<file path="config.mk">
export PLATFORM = sky130hd
export DESIGN_NAME = card_pin_gate
export DESIGN_NICKNAME = d
export VERILOG_FILES = /design/src/rtl/card_pin_pkg.sv /design/src/rtl/card_pin_decode.sv /design/src/rtl/card_pin_store.sv /design/src/rtl/card_pin_seq.sv /design/src/rtl/card_pin_gate.sv
export SDC_FILE = /design/constraint.sdc
export NUM_CORES = 1
export LEC_CHECK = 0
export BUFFER_PORTS_ARGS = -buffer_cell sky130_fd_sc_hd__buf_4
export CAP_MARGIN = 20
export CORE_AREA = 8 8 82 84
export DETAILED_ROUTE_END_ITERATION = 12
export DIE_AREA = 0 0 90 92
export PLACE_DENSITY = 0.74
export SYNTH_ARGS = -nofsm -noshare
export SYNTH_HDL_FRONTEND = slang
export SYNTH_HIERARCHICAL = 1
export SYNTH_SLANG_ARGS = --single-unit
</file>
<file path="constraint.sdc">
create_clock -name clk_i -period 4.7 [get_ports clk_i]
set_input_delay 0.47 -clock clk_i [delete_from_list [all_inputs] [get_ports clk_i]]
set_output_delay 0.47 -clock clk_i [all_outputs]
set_load 0.005 [all_outputs]
</file>
<file path="src/rtl/card_pin_pkg.sv">
package card_pin_pkg;
  parameter int unsigned ADDR_W = 10;
  parameter int unsigned DATA_W = 8;
  parameter int unsigned CTRL_W = 6;
  parameter int unsigned NPIN   = 2;

  localparam logic [ADDR_W-1:0] CNT_ADDR    = ADDR_W'(1021);
  localparam logic [ADDR_W-1:0] PIN_LO_ADDR = ADDR_W'(1022);
  localparam logic [ADDR_W-1:0] PIN_HI_ADDR = ADDR_W'(1023);

  // codes read left to right as S0..S5
  localparam logic [CTRL_W-1:0] OP_BIT_WR = 6'b010011;
  localparam logic [CTRL_W-1:0] OP_CMP    = 6'b101100;
  localparam logic [CTRL_W-1:0] OP_UPD    = 6'b110001;

  typedef enum logic [1:0] {
    SEQ_IDLE = 2'd0,
    SEQ_BIT  = 2'd1,
    SEQ_LO   = 2'd2
  } seq_e;

  typedef struct packed {
    logic any;
    logic bit_wr;
    logic cmp_lo;
    logic cmp_hi;
    logic upd_cnt;
    logic upd_lo;
    logic upd_hi;
    logic wr_other;
  } cmd_kind_t;
endpackage

</file>
<file path="src/rtl/card_pin_decode.sv">
module card_pin_decode
  import card_pin_pkg::*;
(
  input  logic              valid_i,
  input  logic [CTRL_W-1:0] ctrl_i,
  input  logic [ADDR_W-1:0] addr_i,
  output cmd_kind_t         kind_o
);
  logic is_bw, is_cmp, is_upd;
  logic at_cnt, at_lo, at_hi;

  always_comb begin
    is_bw  = (ctrl_i == OP_BIT_WR);
    is_cmp = (ctrl_i == OP_CMP);
    is_upd = (ctrl_i == OP_UPD);
    at_cnt = (addr_i == CNT_ADDR);
    at_lo  = (addr_i == PIN_LO_ADDR);
    at_hi  = (addr_i == PIN_HI_ADDR);

    kind_o          = '0;
    kind_o.any      = valid_i;
    kind_o.bit_wr   = valid_i & is_bw & at_cnt;
    kind_o.cmp_lo   = valid_i & is_cmp & at_lo;
    kind_o.cmp_hi   = valid_i & is_cmp & at_hi;
    kind_o.upd_cnt  = valid_i & is_upd & at_cnt;
    kind_o.upd_lo   = valid_i & is_upd & at_lo;
    kind_o.upd_hi   = valid_i & is_upd & at_hi;
    // array writes and counter-bit codes aimed at non-counter addresses
    kind_o.wr_other = valid_i & ((is_bw & ~at_cnt) | (is_upd & ~(at_cnt | at_lo | at_hi)));
  end
endmodule

</file>
<file path="src/rtl/card_pin_store.sv">
module card_pin_store
  import card_pin_pkg::*;
#(
  parameter logic [NPIN*DATA_W-1:0] PIN_INIT  = '1,
  parameter logic [DATA_W-1:0]      CNT_INIT  = '1,
  parameter logic [NPIN-1:0]        PROT_INIT = '1
) (
  input  logic                   clk_i,
  input  logic                   rst_ni,
  input  logic                   load_i,
  input  logic [NPIN*DATA_W-1:0] load_pin_i,
  input  logic [DATA_W-1:0]      load_cnt_i,
  input  logic [NPIN-1:0]        load_prot_i,
  input  cmd_kind_t              kind_i,
  input  logic [DATA_W-1:0]      data_i,
  input  logic                   unlocked_i,
  output logic [NPIN*DATA_W-1:0] pin_o,
  output logic [DATA_W-1:0]      cnt_o,
  output logic [NPIN-1:0]        prot_o,
  output logic                   bit_ok_o,
  output logic                   reject_o
);
  logic [NPIN-1:0][DATA_W-1:0] pin_q;
  logic [DATA_W-1:0]           cnt_q;
  logic [NPIN-1:0]             prot_q;
  logic [DATA_W-1:0]           cleared, raised;
  logic [NPIN-1:0]             upd_pin;
  logic                        prot_block;

  always_comb begin
    cleared  = cnt_q & ~data_i;
    raised   = data_i & ~cnt_q;
    bit_ok_o = (raised == '0) && (cleared != '0) &&
               ((cleared & (cleared - DATA_W'(1))) == '0);
  end

  assign upd_pin = {kind_i.upd_hi, kind_i.upd_lo};

  always_comb begin
    prot_block = |(upd_pin & ~prot_q);
    reject_o   = (kind_i.bit_wr & ~bit_ok_o)
               | (~unlocked_i & (kind_i.upd_cnt | (|upd_pin) | kind_i.wr_other))
               | (unlocked_i & prot_block);
  end

  always_ff @(posedge clk_i or negedge rst_ni) begin
    if (!rst_ni) begin
      cnt_q  <= CNT_INIT;
      prot_q <= PROT_INIT;
    end else if (load_i) begin
      cnt_q  <= load_cnt_i;
      prot_q <= load_prot_i;
    end else if (kind_i.bit_wr && bit_ok_o) begin
      cnt_q  <= data_i;
    end else if (kind_i.upd_cnt && unlocked_i) begin
      cnt_q  <= data_i;
    end
  end

  for (genvar g = 0; g < NPIN; g++) begin : g_pin
    always_ff @(posedge clk_i or negedge rst_ni) begin
      if (!rst_ni)
        pin_q[g] <= PIN_INIT[g*DATA_W +: DATA_W];
      else if (load_i)
        pin_q[g] <= load_pin_i[g*DATA_W +: DATA_W];
      else if (upd_pin[g] && unlocked_i && prot_q[g])
        pin_q[g] <= data_i;
    end
  end

  assign pin_o  = pin_q;
  assign cnt_o  = cnt_q;
  assign prot_o = prot_q;
endmodule

</file>
<file path="src/rtl/card_pin_seq.sv">
module card_pin_seq
  import card_pin_pkg::*;
(
  input  logic              clk_i,
  input  logic              rst_ni,
  input  logic              card_rst_i,
  input  cmd_kind_t         kind_i,
  input  logic [DATA_W-1:0] data_i,
  input  logic [DATA_W-1:0] pin_lo_i,
  input  logic [DATA_W-1:0] pin_hi_i,
  input  logic              bit_ok_i,
  output logic              unlocked_o,
  output logic              status_o
);
  seq_e seq_q, seq_d;
  logic unlock_evt;
  logic unlocked_q, status_q, crst_q;
  logic crst_rise;

  always_comb begin
    seq_d      = seq_q;
    unlock_evt = 1'b0;
    if (kind_i.any) begin
      seq_d = SEQ_IDLE;
      if (kind_i.bit_wr && bit_ok_i)
        seq_d = SEQ_BIT;
      else if (kind_i.cmp_lo && seq_q == SEQ_BIT && data_i == pin_lo_i)
        seq_d = SEQ_LO;
      else if (kind_i.cmp_hi && seq_q == SEQ_LO && data_i == pin_hi_i)
        unlock_evt = 1'b1;
    end
  end

  assign crst_rise = card_rst_i & ~crst_q;

  always_ff @(posedge clk_i or negedge rst_ni) begin
    if (!rst_ni) begin
      seq_q      <= SEQ_IDLE;
      unlocked_q <= 1'b0;
      status_q   <= 1'b1;
      crst_q     <= 1'b1;
    end else begin
      seq_q  <= seq_d;
      crst_q <= card_rst_i;
      if (unlock_evt) unlocked_q <= 1'b1;
      // success takes precedence over a same-cycle reset-line edge
      if (unlock_evt)     status_q <= 1'b0;
      else if (crst_rise) status_q <= 1'b1;
    end
  end

  assign unlocked_o = unlocked_q;
  assign status_o   = status_q;
endmodule

</file>
<file path="src/rtl/card_pin_gate.sv">
module card_pin_gate
  import card_pin_pkg::*;
#(
  parameter logic [NPIN*DATA_W-1:0] PIN_INIT  = '1,
  parameter logic [DATA_W-1:0]      CNT_INIT  = '1,
  parameter logic [NPIN-1:0]        PROT_INIT = '1
) (
  input  logic                   clk_i,
  input  logic                   rst_ni,
  input  logic                   card_rst_i,
  input  logic                   cmd_valid_i,
  output logic                   cmd_ready_o,
  input  logic [CTRL_W-1:0]      cmd_ctrl_i,
  input  logic [ADDR_W-1:0]      cmd_addr_i,
  input  logic [DATA_W-1:0]      cmd_data_i,
  input  logic                   load_i,
  input  logic [NPIN*DATA_W-1:0] load_pin_i,
  input  logic [DATA_W-1:0]      load_cnt_i,
  input  logic [NPIN-1:0]        load_prot_i,
  input  logic [ADDR_W-1:0]      rd_addr_i,
  input  logic [DATA_W-1:0]      arr_rd_data_i,
  output logic [DATA_W-1:0]      rd_data_o,
  output logic                   arr_we_o,
  output logic                   status_o,
  output logic                   err_o
);
  cmd_kind_t                kind;
  logic [NPIN*DATA_W-1:0]   pin_all;
  logic [DATA_W-1:0]        pin_lo_q, pin_hi_q, cnt_q;
  logic [NPIN-1:0]          prot_q;
  logic                     bit_ok, reject, unlocked, err_q;

  assign cmd_ready_o = ~load_i;

  card_pin_decode u_decode (
    .valid_i (cmd_valid_i & cmd_ready_o),
    .ctrl_i  (cmd_ctrl_i),
    .addr_i  (cmd_addr_i),
    .kind_o  (kind)
  );

  card_pin_store #(
    .PIN_INIT  (PIN_INIT),
    .CNT_INIT  (CNT_INIT),
    .PROT_INIT (PROT_INIT)
  ) u_store (
    .clk_i       (clk_i),
    .rst_ni      (rst_ni),
    .load_i      (load_i),
    .load_pin_i  (load_pin_i),
    .load_cnt_i  (load_cnt_i),
    .load_prot_i (load_prot_i),
    .kind_i      (kind),
    .data_i      (cmd_data_i),
    .unlocked_i  (unlocked),
    .pin_o       (pin_all),
    .cnt_o       (cnt_q),
    .prot_o      (prot_q),
    .bit_ok_o    (bit_ok),
    .reject_o    (reject)
  );

  assign pin_lo_q = pin_all[DATA_W-1:0];
  assign pin_hi_q = pin_all[2*DATA_W-1:DATA_W];

  card_pin_seq u_seq (
    .clk_i      (clk_i),
    .rst_ni     (rst_ni),
    .card_rst_i (card_rst_i),
    .kind_i     (kind),
    .data_i     (cmd_data_i),
    .pin_lo_i   (pin_lo_q),
    .pin_hi_i   (pin_hi_q),
    .bit_ok_i   (bit_ok),
    .unlocked_o (unlocked),
    .status_o   (status_o)
  );

  always_ff @(posedge clk_i or negedge rst_ni) begin
    if (!rst_ni) err_q <= 1'b0;
    else         err_q <= reject;
  end

  always_comb begin
    if (rd_addr_i == CNT_ADDR)
      rd_data_o = cnt_q;
    else if (rd_addr_i == PIN_LO_ADDR)
      rd_data_o = unlocked ? pin_lo_q : '0;
    else if (rd_addr_i == PIN_HI_ADDR)
      rd_data_o = unlocked ? pin_hi_q : '0;
    else
      rd_data_o = arr_rd_data_i;
  end

  assign arr_we_o = unlocked;
  assign err_o    = err_q;
endmodule

</file>
After elaboration in Yosys (flattened, before gate mapping)
Index checks and enable logic that the tools add are counted.
{ "word_totals": {"reg_bits": 32, "in_bits": 73, "elab_cells": 101} }
{ "classes": {"n_addsub": 1, "eq_ne": 13, "muxes": 20, "bitwise": 37, "n_reduce_logical": 21} }
{ "op_table": {"columns": ["op", "n"], "rows": [
  ["$mux W8", 12],
  ["$eq A10 B10 Y1 const B", 6],
  ["$and A8 B8 Y8", 3],
  ["$and A1 B1 Y1", 17],
  ["$eq A8 B8 Y1", 2],
  ["$logic_not A8 Y1", 2],
  ["$not A8 Y8", 2],
  ["$eq A6 B6 Y1 const B", 2],
  ["$logic_and A1 B1 Y1", 12],
  ["$reduce_bool A8 Y1", 1],
  ["$sub A8 B1 Y8 const B", 1],
  ["$or A1 B1 Y1", 7],
  ["$eq A6 B5 Y1 const B", 1],
  ["$mux W1", 6],
  ["$not A1 Y1", 6],
  ["$reduce_bool A2 Y1", 3],
  ["$mux W2", 2],
  ["$reduce_or A2 Y1", 2],
  ["$reduce_bool A3 Y1", 1],
  ["$and A2 B2 Y2", 1],
  ["$eq A2 B1 Y1 const B", 1],
  ["$eq A2 B2 Y1 const B", 1],
  ["$not A2 Y2", 1]
]} }

Logic depth before layout (Yosys ltp)
Gate-level depths: netlist (run 1).
{ "depth": {"ltp_word": 11, "depth_mapped": 8, "depth_no_buf": 8} }

Hierarchy
Netlist (run 1), hierarchy kept.
{ "by_module_without_submodules": {"columns": ["mod", "n_inst", "cells_each", "area_per_inst_um2"], "rows": [
  ["card_pin_store", 1, 141, 1510.2],
  ["card_pin_gate", 1, 56, 436.7],
  ["card_pin_seq", 1, 37, 371.6],
  ["card_pin_decode", 1, 26, 173.9]
]} }

Least setup slack after synthesis (run 1)
Ideal clock, no wire load.
{ "synth_path": {"path_type": "input port to output port", "start": "in rd_addr_i[0]", "end": "out rd_data_o[6]", "arrival_ns": 1.471, "slack_ns": 2.759, "cell_stages": 6, "n_path_buf": 3, "cell_sequence": "buf_4 nand2b_1 buf_2 or3_1 buf_2 a31oi_1"} }
{ "synth_via": {"elab_chain_len": 4, "word_cells_on_any_way": 6, "cone_classes": "eq/ne (3); mux (3)"} }
{ "synth_lines": {"columns": ["element", "line", "text"], "rows": [
  ["start: declaration", "card_pin_gate.sv:20", "input logic [ADDR_W-1:0] rd_addr_i,"],
  ["$eq A10 B10 Y1", "card_pin_gate.sv:89", "else if (rd_addr_i == PIN_HI_ADDR)"],
  ["$mux W8", "card_pin_gate.sv:89", null],
  ["$mux W8", "card_pin_gate.sv:87", "else if (rd_addr_i == PIN_LO_ADDR)"],
  ["$mux W8 (*)", "card_pin_gate.sv:85", "if (rd_addr_i == CNT_ADDR)"],
  ["end: declaration", "card_pin_gate.sv:22", "output logic [DATA_W-1:0] rd_data_o,"]
]} }
Mark *: on every way between the ends. The rest lies on a longest branch, timed or not.

Final worst setup path (run 1)
{ "layout_path": {"start": "in rd_addr_i[3]", "end": "out rd_data_o[1]"} }
Same word-level chain as after synthesis.

==> impl_metrics.json, run 1 <==
{
  "status": "complete, no violations",
  "clk_latency_ns": 0.29,
  "cts_tree": "done",
  "critPathArrivalTime_ns": 2.04,
  "setup_viol": 0,
  "yosys.area.top_type": "dfstp_2",
  "crit_required_ns": 4.23,
  "hpwl_um": 5650,
  "timing.setup.tns_ns": 0,
  "multi_input_area_sq_um": 1526,
  "synthDistinctLibCells": 54,
  "utilization_pct": 59.86,
  "vias_per_cell": 5.800,
  "muxShareOfSynthArea_pct": 17.97,
  "seqCellArea_sq_um": 835.8,
  "fp.dieH_um": 92,
  "grt_util_all_layers_pct": 17.35,
  "worst_slew_pin_slew_ns": 0.5521,
  "final_cell_mix": "85 x buf_4, 32 x mux2i_1, 28 x dfstp_2",
  "syn_area_sq_um": 2492,
  "port_buffers": 84,
  "synth-compound-area-share_pct": 13.86,
  "grt_pass1_vias": 2453,
  "core.rowCount": 27,
  "synth_edf_count": 0,
  "cp_max_fo": 25,
  "drive_above_1_share_pct": 42.18,
  "max_freq_ghz": 0.3978,
  "die_w_um": 90,
  "drv_slew": 0,
  "synth_simple_gate_area_share_pct": 23.44,
  "synthCells": 260,
  "cpMaxStageDelayCell": "or4_1",
  "clockRootBuffer": "clkbuf_8",
  "worstSetupEndpointType": "output port",
  "cts_resized": 0,
  "holdBufCountCts": 0,
  "globalplace.congestion": 0.8900,
  "synth-seq-area-share_pct": 33.53,
  "ys_warn_count": 6,
  "hp-class": "input pin to async pin",
  "clock_path_buffers": 2,
  "drv_cap": 0,
  "design.die.area_sq_um": 8280,
  "grt_overflow": 0,
  "grt_pass1_wl_um": 11970,
  "ys_async_sr_fraction_pct": 100.0,
  "ys_ff_latch": 32,
  "io_pins": 85,
  "layout_commonest_cell": "buf_4",
  "synth_area_leaders": "dfstp_2 30%, mux2i_1 13%, dfrtp_1 4.0%",
  "worstPathCellList": "buf_4 -> nand4_2 -> or4_1 -> a31oi_1 -> buf_4",
  "start_util_pct": 46.11,
  "path_class": "input pin to output port",
  "slew_headroom_pct": 63.11,
  "syn_to_final_growth_pct": 29.82,
  "leakage_nw": 1.434,
  "core_sq_um": 5405,
  "start_kind": "input pin",
  "slowest_delay_ns": 0.71,
  "min_period_over_period_pct": 53.49,
  "final_antenna_net_count": 0,
  "skew_ns": 0.006235,
  "vias": 2384,
  "p_per_area_nw_per_um2": 240.5,
  "nets": 411,
  "synthFlopType": "dfstp_2",
  "synth_nets": 333,
  "synthAdderAreaFrac_pct": 0,
  "peakVddDrop_v": 0.0001482,
  "crit_path_frequent_cell": "buf_4",
  "drtIter0Drc": 142,
  "synth_top_family_by_area": "simple AND/OR/NAND/NOR gates",
  "synth_top_area_share_pct": 29.52,
  "clock-sinks": 32,
  "hold_viol": 0,
  "antenna_found_initial": 0,
  "cts_made_buffers": 5,
  "fin_crit_ns": 2.514,
  "first_pass_iters": 4,
  "drc": 0,
  "rsz0062_at_grt": "no",
  "htreeDepth": 2,
  "antenna_cells": 0,
  "synth-xor-area-share_pct": 5.974,
  "grt_max_degree": 39,
  "syn_avg_cell_area_sq_um": 9.586,
  "fill_cells": 499,
  "wire_per_inst_um": 17.80,
  "postCtsSetupBuffers": 0,
  "clk_pin_slew_ns": 0.06,
  "routed_wl_um": 7315
}
## cells by family after synthesis
family	Yosys count
multiplexers	42
flip-flops	32
buffers and inverters	26
XOR/XNOR	17
AND/OR/NAND/NOR	91
AO/OA/AOI/OAI	52
## sequential cells by signal, indices dropped and copies added, names as in the netlist
| register | flops |
|---|---|
| u_store/pin_o | 16 |
| u_seq/seq_q | 2 |
| u_store/prot_o | 2 |
| u_seq/unlocked_o | 1 |
| err_o | 1 |
| u_seq/status_o | 1 |
| u_store/cnt_o | 8 |
| u_seq/crst_q | 1 |
## layout make-up
| class | count | area share [%] |
|---|---|---|
| clock buffers | 8 | 3.094 |
| inverters | 12 | 1.392 |
| multi-input cells | 202 | 47.18 |
| flip-flops and latches | 32 | 25.83 |
| well taps | 72 | 2.784 |
| repair buffers | 85 | 19.72 |
## worst max-delay path, delay by kind of cell
family | cells | cell delay [ns]
simple gates | 2 | 1.16
buf+inv | 2 | 0.21
compound gates | 1 | 0.20
## worst paths after layout
| kind | start | to | slack (ns) | depth (start not counted) |
|---|---|---|---|---|
| worst max register to register | u_store/cnt_o[3] | u_store/cnt_o[1] | 2.41 | 6 |
| worst max-delay path | rd_addr_i[3] | rd_data_o[1] | 2.19 | 5 |
| min in group clk_i | card_rst_i | u_seq/crst_q | 0.30 | 1 |
| worst min-delay path | rst_ni | err_o | 0.12 | 1 |
| max in group asynchronous | rst_ni | u_store/pin_o[9] | 4.25 | 1 |
| worst min register to register | u_store/pin_o[2] | u_store/pin_o[2] | 0.50 | 2 |
## where the power goes
| group | leakage [nW] | switching [mW] | total (mW) | internal (mW) |
|---|---|---|---|---|
| Combinational | 1.03 | 0.0889 | 0.194 | 0.105 |
| Clock | 0.0515 | 0.105 | 0.239 | 0.134 |
| Sequential | 0.350 | 0.0264 | 0.346 | 0.319 |
## stage by stage
step / instance area, sq um / hold slack [ns] / power [mW] / cells / setup WS, ns
final: 3236 / 0.1172 / 0.7782 / 411 / 2.186
after global routing: 3236 / 0.1451 / 0.8201 / 411 / 2.029
after CTS: 3236 / 0.1219 / 0.7855 / 411 / 2.202
after detailed placement: 3136 / 0.4316 / 0.5427 / 403 / 2.090
after global placement: 3136 / 0.4329 / 0.5372 / 403 / 2.191
after floorplan: 2492 / 0.1744 / 0.4491 / 260 / 2.759
## routing by layer
| layer | share of wire, % | global-route usage (%) | up-vias |
|---|---|---|---|
| met2 | 50 | 30.00 | 79 |
| met5 | 0 | 0 | - |
| li1 | - | - | 1136 |
| met3 | 5.4 | 3.830 | 8 |
| met1 | 43 | 20.90 | 1161 |
| met4 | 1.3 | 5.687 | 0 |
## synthesized netlist by cell type, types with 2 or more instances
| cell type | count |
|---|---|
| a31oi_1 | 10 |
| buf_2 | 2 |
| xnor2_1 | 10 |
| mux2_4 | 4 |
| nand4_4 | 2 |
| nand2_1 | 20 |
| and4_4 | 2 |
| nor3_1 | 4 |
| inv_1 | 12 |
| xor2_1 | 7 |
| clkbuf_1 | 6 |
| buf_4 | 2 |
| nor4_1 | 11 |
| nand2b_1 | 4 |
| o21ai_0 | 19 |
| nand3_1 | 6 |
| nand4_2 | 2 |
| nor2b_1 | 7 |
| o31ai_1 | 9 |
| dfstp_2 | 28 |
| mux2i_1 | 32 |
| nor2_1 | 5 |
| mux2_2 | 6 |
| nand2b_2 | 2 |
| nand4_1 | 6 |
| buf_6 | 3 |
| or3_1 | 2 |
| dfrtp_1 | 4 |
| or4_1 | 8 |
Note: power is estimated with default switching activity, not from simulation.
==> run 2: changes to the inputs <==
ABC_AREA = 1   (was default)
CORE_AREA = 8 8 86 88   (was 8 8 82 84)
DIE_AREA = 0 0 94 96   (was 0 0 90 92)
PLACE_DENSITY = 0.75   (was 0.74)
clock period = 2.27 ns   (was 4.7 ns; I/O delays follow)
==> run 2 against run 1 <==
  * Clock skew down 0.0020 ns
  * Sequential power is 110% higher
  * Routed wire length increased by 8.9%
  * Largest cell class unchanged
  * Cell count grew 49%
  * Highest routed layer unchanged
  * Flip-flop and latch count did not move
  * First-iteration DRC count up 39%
  * Die area increased by 9.0%
  * Total power increased by 100%
==> impl_metrics.json, run 2 <==
{
  "max_freq_ghz": 0.5124,
  "clockRootBuffer": "clkbuf_8",
  "drive_above_1_share_pct": 28.04,
  "largest_register_ffs": 16,
  "grt_overflow": 0,
  "globalplace.congestion": 0.9137,
  "final_cell_count_no_fill": 612,
  "worstPathCellList": "nand2_1 -> nand4_1 -> nand2_1 -> nor2_1 -> nor2_1 -> nor2_1 -> buf_4",
  "clock_path_buffers": 2,
  "cts_resized": 0,
  "synthFlopType": "dfstp_2",
  "ys_async_sr_fraction_pct": 100.0,
  "start_util_pct": 44.83,
  "fp.dieH_um": 96,
  "grt_use_met1_pct": 21.04,
  "whs_path_depth": 1,
  "ys_warn_count": 6,
  "rr_startpoint": "u_seq/unlocked_o",
  "min_period_over_period_pct": 85.98,
  "hold_slack_ns": 0.06654,
  "worstSetupEndpointType": "output port",
  "drv_slew": 0,
  "cpMaxStageDelayCell": "dfrtp_1",
  "synth_area_leaders": "dfstp_2 27%, nand2_1 23%, nor2_1 11%",
  "syn_to_final_growth_pct": 27.75,
  "status": "complete, no violations",
  "r2r_end": "u_store/pin_o[13]",
  "clock-sinks": 32,
  "leakage_nw": 1.961,
  "p_per_area_nw_per_um2": 446.2,
  "hold_viol": 0,
  "slowest_delay_ns": 0.76,
  "drtIter0Drc": 198,
  "cts_made_buffers": 5,
  "vias": 3099,
  "placed_cells": 604,
  "r2r_slack_ns": 0.48,
  "cts_tree": "done",
  "min_to": "u_seq/crst_q",
  "antenna_cells": 0,
  "core_sq_um": 6096,
  "wire_per_inst_um": 13.01,
  "setup_viol": 0,
  "synth_top_area_share_pct": 26.92,
  "grt_use_met3_pct": 3.744,
  "design.die.area_sq_um": 9024,
  "synth-seq-area-share_pct": 30.59,
  "path_class": "flop to output port",
  "fill_cells": 618,
  "final_antenna_net_count": 0,
  "crit_required_ns": 2.04,
  "peakVddDrop_v": 0.0003004,
  "grt.busiest_layer": "met2",
  "critPathArrivalTime_ns": 1.72,
  "skew_ns": 0.004232,
  "drv_cap": 0,
  "worst_slew_pin_slew_ns": 0.6484,
  "met2_usage_pct": 30.86,
  "routed_wl_um": 7964,
  "synth_most_common_cell": "nand2_1",
  "grt_pass1_wl_um": 13020,
  "core.rowCount": 29,
  "antenna_found_initial": 0,
  "syn_avg_cell_area_sq_um": 6.032,
  "synthDistinctLibCells": 33,
  "crit_path_frequent_cell": "nor2_1",
  "ys_ff_latch": 32,
  "vias_per_cell": 5.064,
  "htreeDepth": 2,
  "synth_nets": 526,
  "slew_headroom_pct": 56.77,
  "port_buffers": 84,
  "first_pass_iters": 5,
  "clk_pin_slew_ns": 0.07,
  "start_kind": "flop",
  "timing.setup.tns_ns": 0,
  "clk_latency_ns": 0.28,
  "hold_start": "card_rst_i",
  "yosys.area.top_type": "dfstp_2",
  "final_cell_mix": "165 x nand2_1, 85 x buf_4, 80 x nor2_1",
  "rsz0062_at_grt": "no",
  "cp_max_fo": 23,
  "nets": 608,
  "grt_pass1_vias": 2923,
  "drc": 0,
  "fin_crit_ns": 1.952,
  "r2r_cells": 4,
  "io_pins": 85,
  "hp-class": "input pin to flop",
  "die_w_um": 94,
  "synthCells": 453,
  "synth_edf_count": 0,
  "grt_util_all_layers_pct": 17.84,
  "synth_common_cells": "165 x nand2_1, 80 x nor2_1, 62 x inv_1, 28 x dfstp_2, 25 x nand3_1",
  "grt_max_degree": 33,
  "layout_commonest_cell": "nand2_1",
  "syn_area_sq_um": 2733,
  "p_total_mw": 1.558,
  "hpwl_um": 6591
}
## run 2: changes by cell type after synthesis, sizes merged, moves of 10 or more
cell / before / now
nand3: 7 / 29
nor2: 5 / 91
mux2i: 32 / 0
mux2: 10 / 0
o21ai: 19 / 7
inv: 12 / 67
nand2: 20 / 171
nor4: 11 / 1
## run 2: cell families after synthesis
family,count (synthesis),synth area share [%]
buffers and inverters,78,11.68
AND/OR/NAND/NOR,305,48.44
AO/OA/AOI/OAI,31,7.051
flip-flops,32,30.59
XOR/XNOR,7,2.244
## run 2: routing by layer
layer | wire (um) | vias up
met5 | 0 | -
met4 | 188 | 0
met3 | 621 | 20
met2 | 3735 | 135
met1 | 3418 | 1386
li1 | - | 1558
## run 2: timing repair
action / in CTS / in global routing
endpoints found under the hold margin: 4 / 0
buffers inserted: 0 / 0
hold buffers: 1 / 0
## run 2: per-stage QoR
step           utilization (%)  cell area (sq um)  setup slack (ns)
2_1_floorplan                -               2733            0.7761
3_3_place_gp             55.77               3400            0.4035
3_5_place_dp             55.77               3400            0.2830
4_1_cts                  57.27               3491            0.3135
5_1_grt                  57.27               3491            0.1508
6_report                 57.27               3491            0.3184
## run 2: how the worst max path moves through the flow
| stage | from | endpoint | slack (ns) | cells after the start |
|---|---|---|---|---|
| 2_1_floorplan | u_store/cnt_o[0] | u_seq/unlocked_o | 0.78 | 13 |
| 3_3_place_gp | load_i | u_store/pin_o[12] | 0.40 | 8 |
| 3_5_place_dp | load_i | u_store/pin_o[0] | 0.28 | 8 |
| 4_1_cts | u_seq/unlocked_o | rd_data_o[5] | 0.31 | 7 |
| 5_1_grt | u_seq/unlocked_o | rd_data_o[4] | 0.15 | 7 |
| 6_report | u_seq/unlocked_o | rd_data_o[5] | 0.32 | 7 |
## run 2: cell type report
cell class              instances  area [sq um]  share of cell area [%]
repair buffers                 86         648.1                   18.57
flip-flops and latches         32         835.8                   23.94
clock buffers                   5         68.82                   1.971
well taps                      77         96.34                   2.760
multi-input cells             343          1578                   45.20
clock inverters                 2         12.51                  0.3584
inverters                      67         251.5                   7.204
## run 2: critical path: cells and delay by family (launching register included)
family | cells | cell delay (ns)
AND/OR/NAND/NOR | 6 | 0.56
flip-flops | 1 | 0.76
buffers and inverters | 1 | 0.13
## run 2: power by group
group          internal, mW  switching (mW)
Sequential            0.662          0.0660
Combinational         0.193           0.224
Clock                 0.207           0.205
Total                  1.06           0.495
==> run 3: changes to the inputs <==
PLACE_DENSITY = 0.82   (was 0.75)
==> run 3 against run 2 <==
  * Maximum frequency shrank 5.6%
  * First-iteration DRC count rose by 7.1%
  * Non-clock buffer count rose by 1
  * Sequential power fell by 0.5%
  * Largest cell class unchanged
  * Largest power group unchanged
==> impl_metrics.json, run 3 (synthesis gave the netlist of run 2 again) <==
{
  "core.rowCount": 29,
  "leakage_nw": 1.972,
  "fp.dieH_um": 96,
  "dp_slack_ns": 0.2128,
  "hold_slack_ns": 0.05950,
  "setup_viol": 0,
  "fill_cells": 599,
  "path_depth": 7,
  "nets": 609,
  "rr_startpoint": "u_seq/unlocked_o",
  "rsz0062_at_grt": "no",
  "final_cell_count_no_fill": 614,
  "htreeDepth": 2,
  "r2r_cells": 4,
  "start_kind": "flop",
  "layout_commonest_cell": "nand2_1",
  "r2r_end": "u_store/pin_o[11]",
  "io_pins": 85,
  "fin_crit_ns": 2.067,
  "clock-sinks": 32,
  "cts_made_buffers": 5,
  "slowest_delay_ns": 0.84,
  "drive_above_1_share_pct": 27.93,
  "p_per_area_nw_per_um2": 454.3,
  "hp-class": "input pin to flop",
  "critPathArrivalTime_ns": 1.84,
  "hold_viol": 0,
  "clock_path_buffers": 2,
  "drtIter0Drc": 212,
  "syn_to_final_growth_pct": 28.34,
  "final_antenna_net_count": 0,
  "cp_max_fo": 23,
  "clk_latency_ns": 0.29,
  "core_sq_um": 6096,
  "largest_register_ffs": 16,
  "peakVddDrop_v": 0.0003342,
  "antenna_found_initial": 0,
  "crit_required_ns": 2.04,
  "routed_wl_um": 8039,
  "cts_tree": "done",
  "worst_slew_pin_slew_ns": 0.7647,
  "grt_util_all_layers_pct": 17.61,
  "r2r_slack_ns": 0.34,
  "worstSetupStartpoint": "u_seq/unlocked_o",
  "clockRootBuffer": "clkbuf_8",
  "wire_per_inst_um": 13.09,
  "worstSetupEndpointType": "output port",
  "start_util_pct": 44.83,
  "final_cell_mix": "165 x nand2_1, 86 x buf_4, 80 x nor2_1",
  "drv_slew": 0,
  "path_buf_inv": 1,
  "postCtsSetupBuffers": 0,
  "antenna_cells": 0,
  "path_class": "flop to output port",
  "grt_max_degree": 33,
  "skew_ns": 0.004593,
  "port_buffers": 84,
  "first_pass_iters": 4,
  "vias": 3066,
  "die_w_um": 94,
  "globalplace.congestion": 0.8878,
  "drc": 0,
  "max_freq_ghz": 0.4837,
  "slew_headroom_pct": 49.02,
  "grt_pass1_wl_um": 12770,
  "grt_pass1_vias": 2948,
  "crit_end": "rd_data_o[2]",
  "status": "complete, no violations",
  "hpwl_um": 6562,
  "placed_cells": 605,
  "worstPathCellList": "nand2_1 -> nand4_1 -> nand2_1 -> nor2_1 -> nor2_1 -> nor2_1 -> buf_4",
  "critPathTopFamily": "flip-flops",
  "vias_per_cell": 4.993,
  "crit_path_frequent_cell": "nor2_1",
  "drv_cap": 0,
  "fin_ws_ns": 0.2027,
  "min_period_over_period_pct": 91.07,
  "design.die.area_sq_um": 9024,
  "cpMaxStageDelayCell": "dfrtp_1",
  "clk_pin_slew_ns": 0.06,
  "grt_overflow": 0,
  "timing.setup.tns_ns": 0
}
run 3: cell types whose count changed in the layout (fill, tap and decap cells not counted):
cell / change
buf_4: +1
clkbuf_8: +1
clkinv_2: -1
clkinvlp_4: -1
clkbuf_1: +2
run 3: layout make-up:
class / instances / area [sq um] / area share (%)
multi-input cells: 343 / 1578 / 44.99
flip-flops and latches: 32 / 835.8 / 23.83
repair buffers: 87 / 655.6 / 18.69
inverters: 67 / 251.5 / 7.171
well taps: 77 / 96.34 / 2.747
clock buffers: 8 / 90.09 / 2.569
run 3: layer usage:
layer	wire [um]	part of all wire [%]	global-route usage, %
met5	0	0	0
met4	214	2.7	7.530
met3	610	7.6	4.056
met2	3862	48	30.34
met1	3351	42	20.57
run 3: stage by stage:
step / utilization, % / instance area [sq um] / power (mW)
global route: 57.53 / 3507 / 1.680
finish: 57.53 / 3507 / 1.593
floorplan: - / 2733 / 0.9458
detailed placement: 55.89 / 3407 / 1.145
CTS: 57.53 / 3507 / 1.601
global placement: 55.89 / 3407 / 1.127
run 3: how the worst min path moves through the flow:
stage / from / end / slack, ns / cells after the start
after floorplan: rst_ni / err_o / -0.07 / 0
after global placement: rst_ni / u_seq/unlocked_o / 0.18 / 1
after detailed placement: rst_ni / u_seq/unlocked_o / 0.18 / 1
after CTS: card_rst_i / u_seq/crst_q / 0.05 / 1
after global routing: card_rst_i / u_seq/crst_q / 0.05 / 1
final: card_rst_i / u_seq/crst_q / 0.06 / 1
run 3: timing repair:
| action | in CTS | in global routing |
|---|---|---|
| hold buffers | 1 | 0 |
| hold endpoints to repair | 4 | 0 |
| resized for setup | 0 | 0 |
run 3: report_power, final:
| part | leakage, nW | internal, mW | total [mW] | switching [mW] |
|---|---|---|---|---|
| clock network | 0.0455 | 0.247 | 0.449 | 0.202 |
| registers | 0.348 | 0.662 | 0.724 | 0.0618 |
| logic | 1.58 | 0.195 | 0.420 | 0.226 |
run 3: worst reg2reg max path: stages (launching register included):
cell,delay [ns]
dfrtp_1,0.84
nand2_1,0.19
o21ai_2,0.51
nor2_1,0.12
a31oi_1,0.19
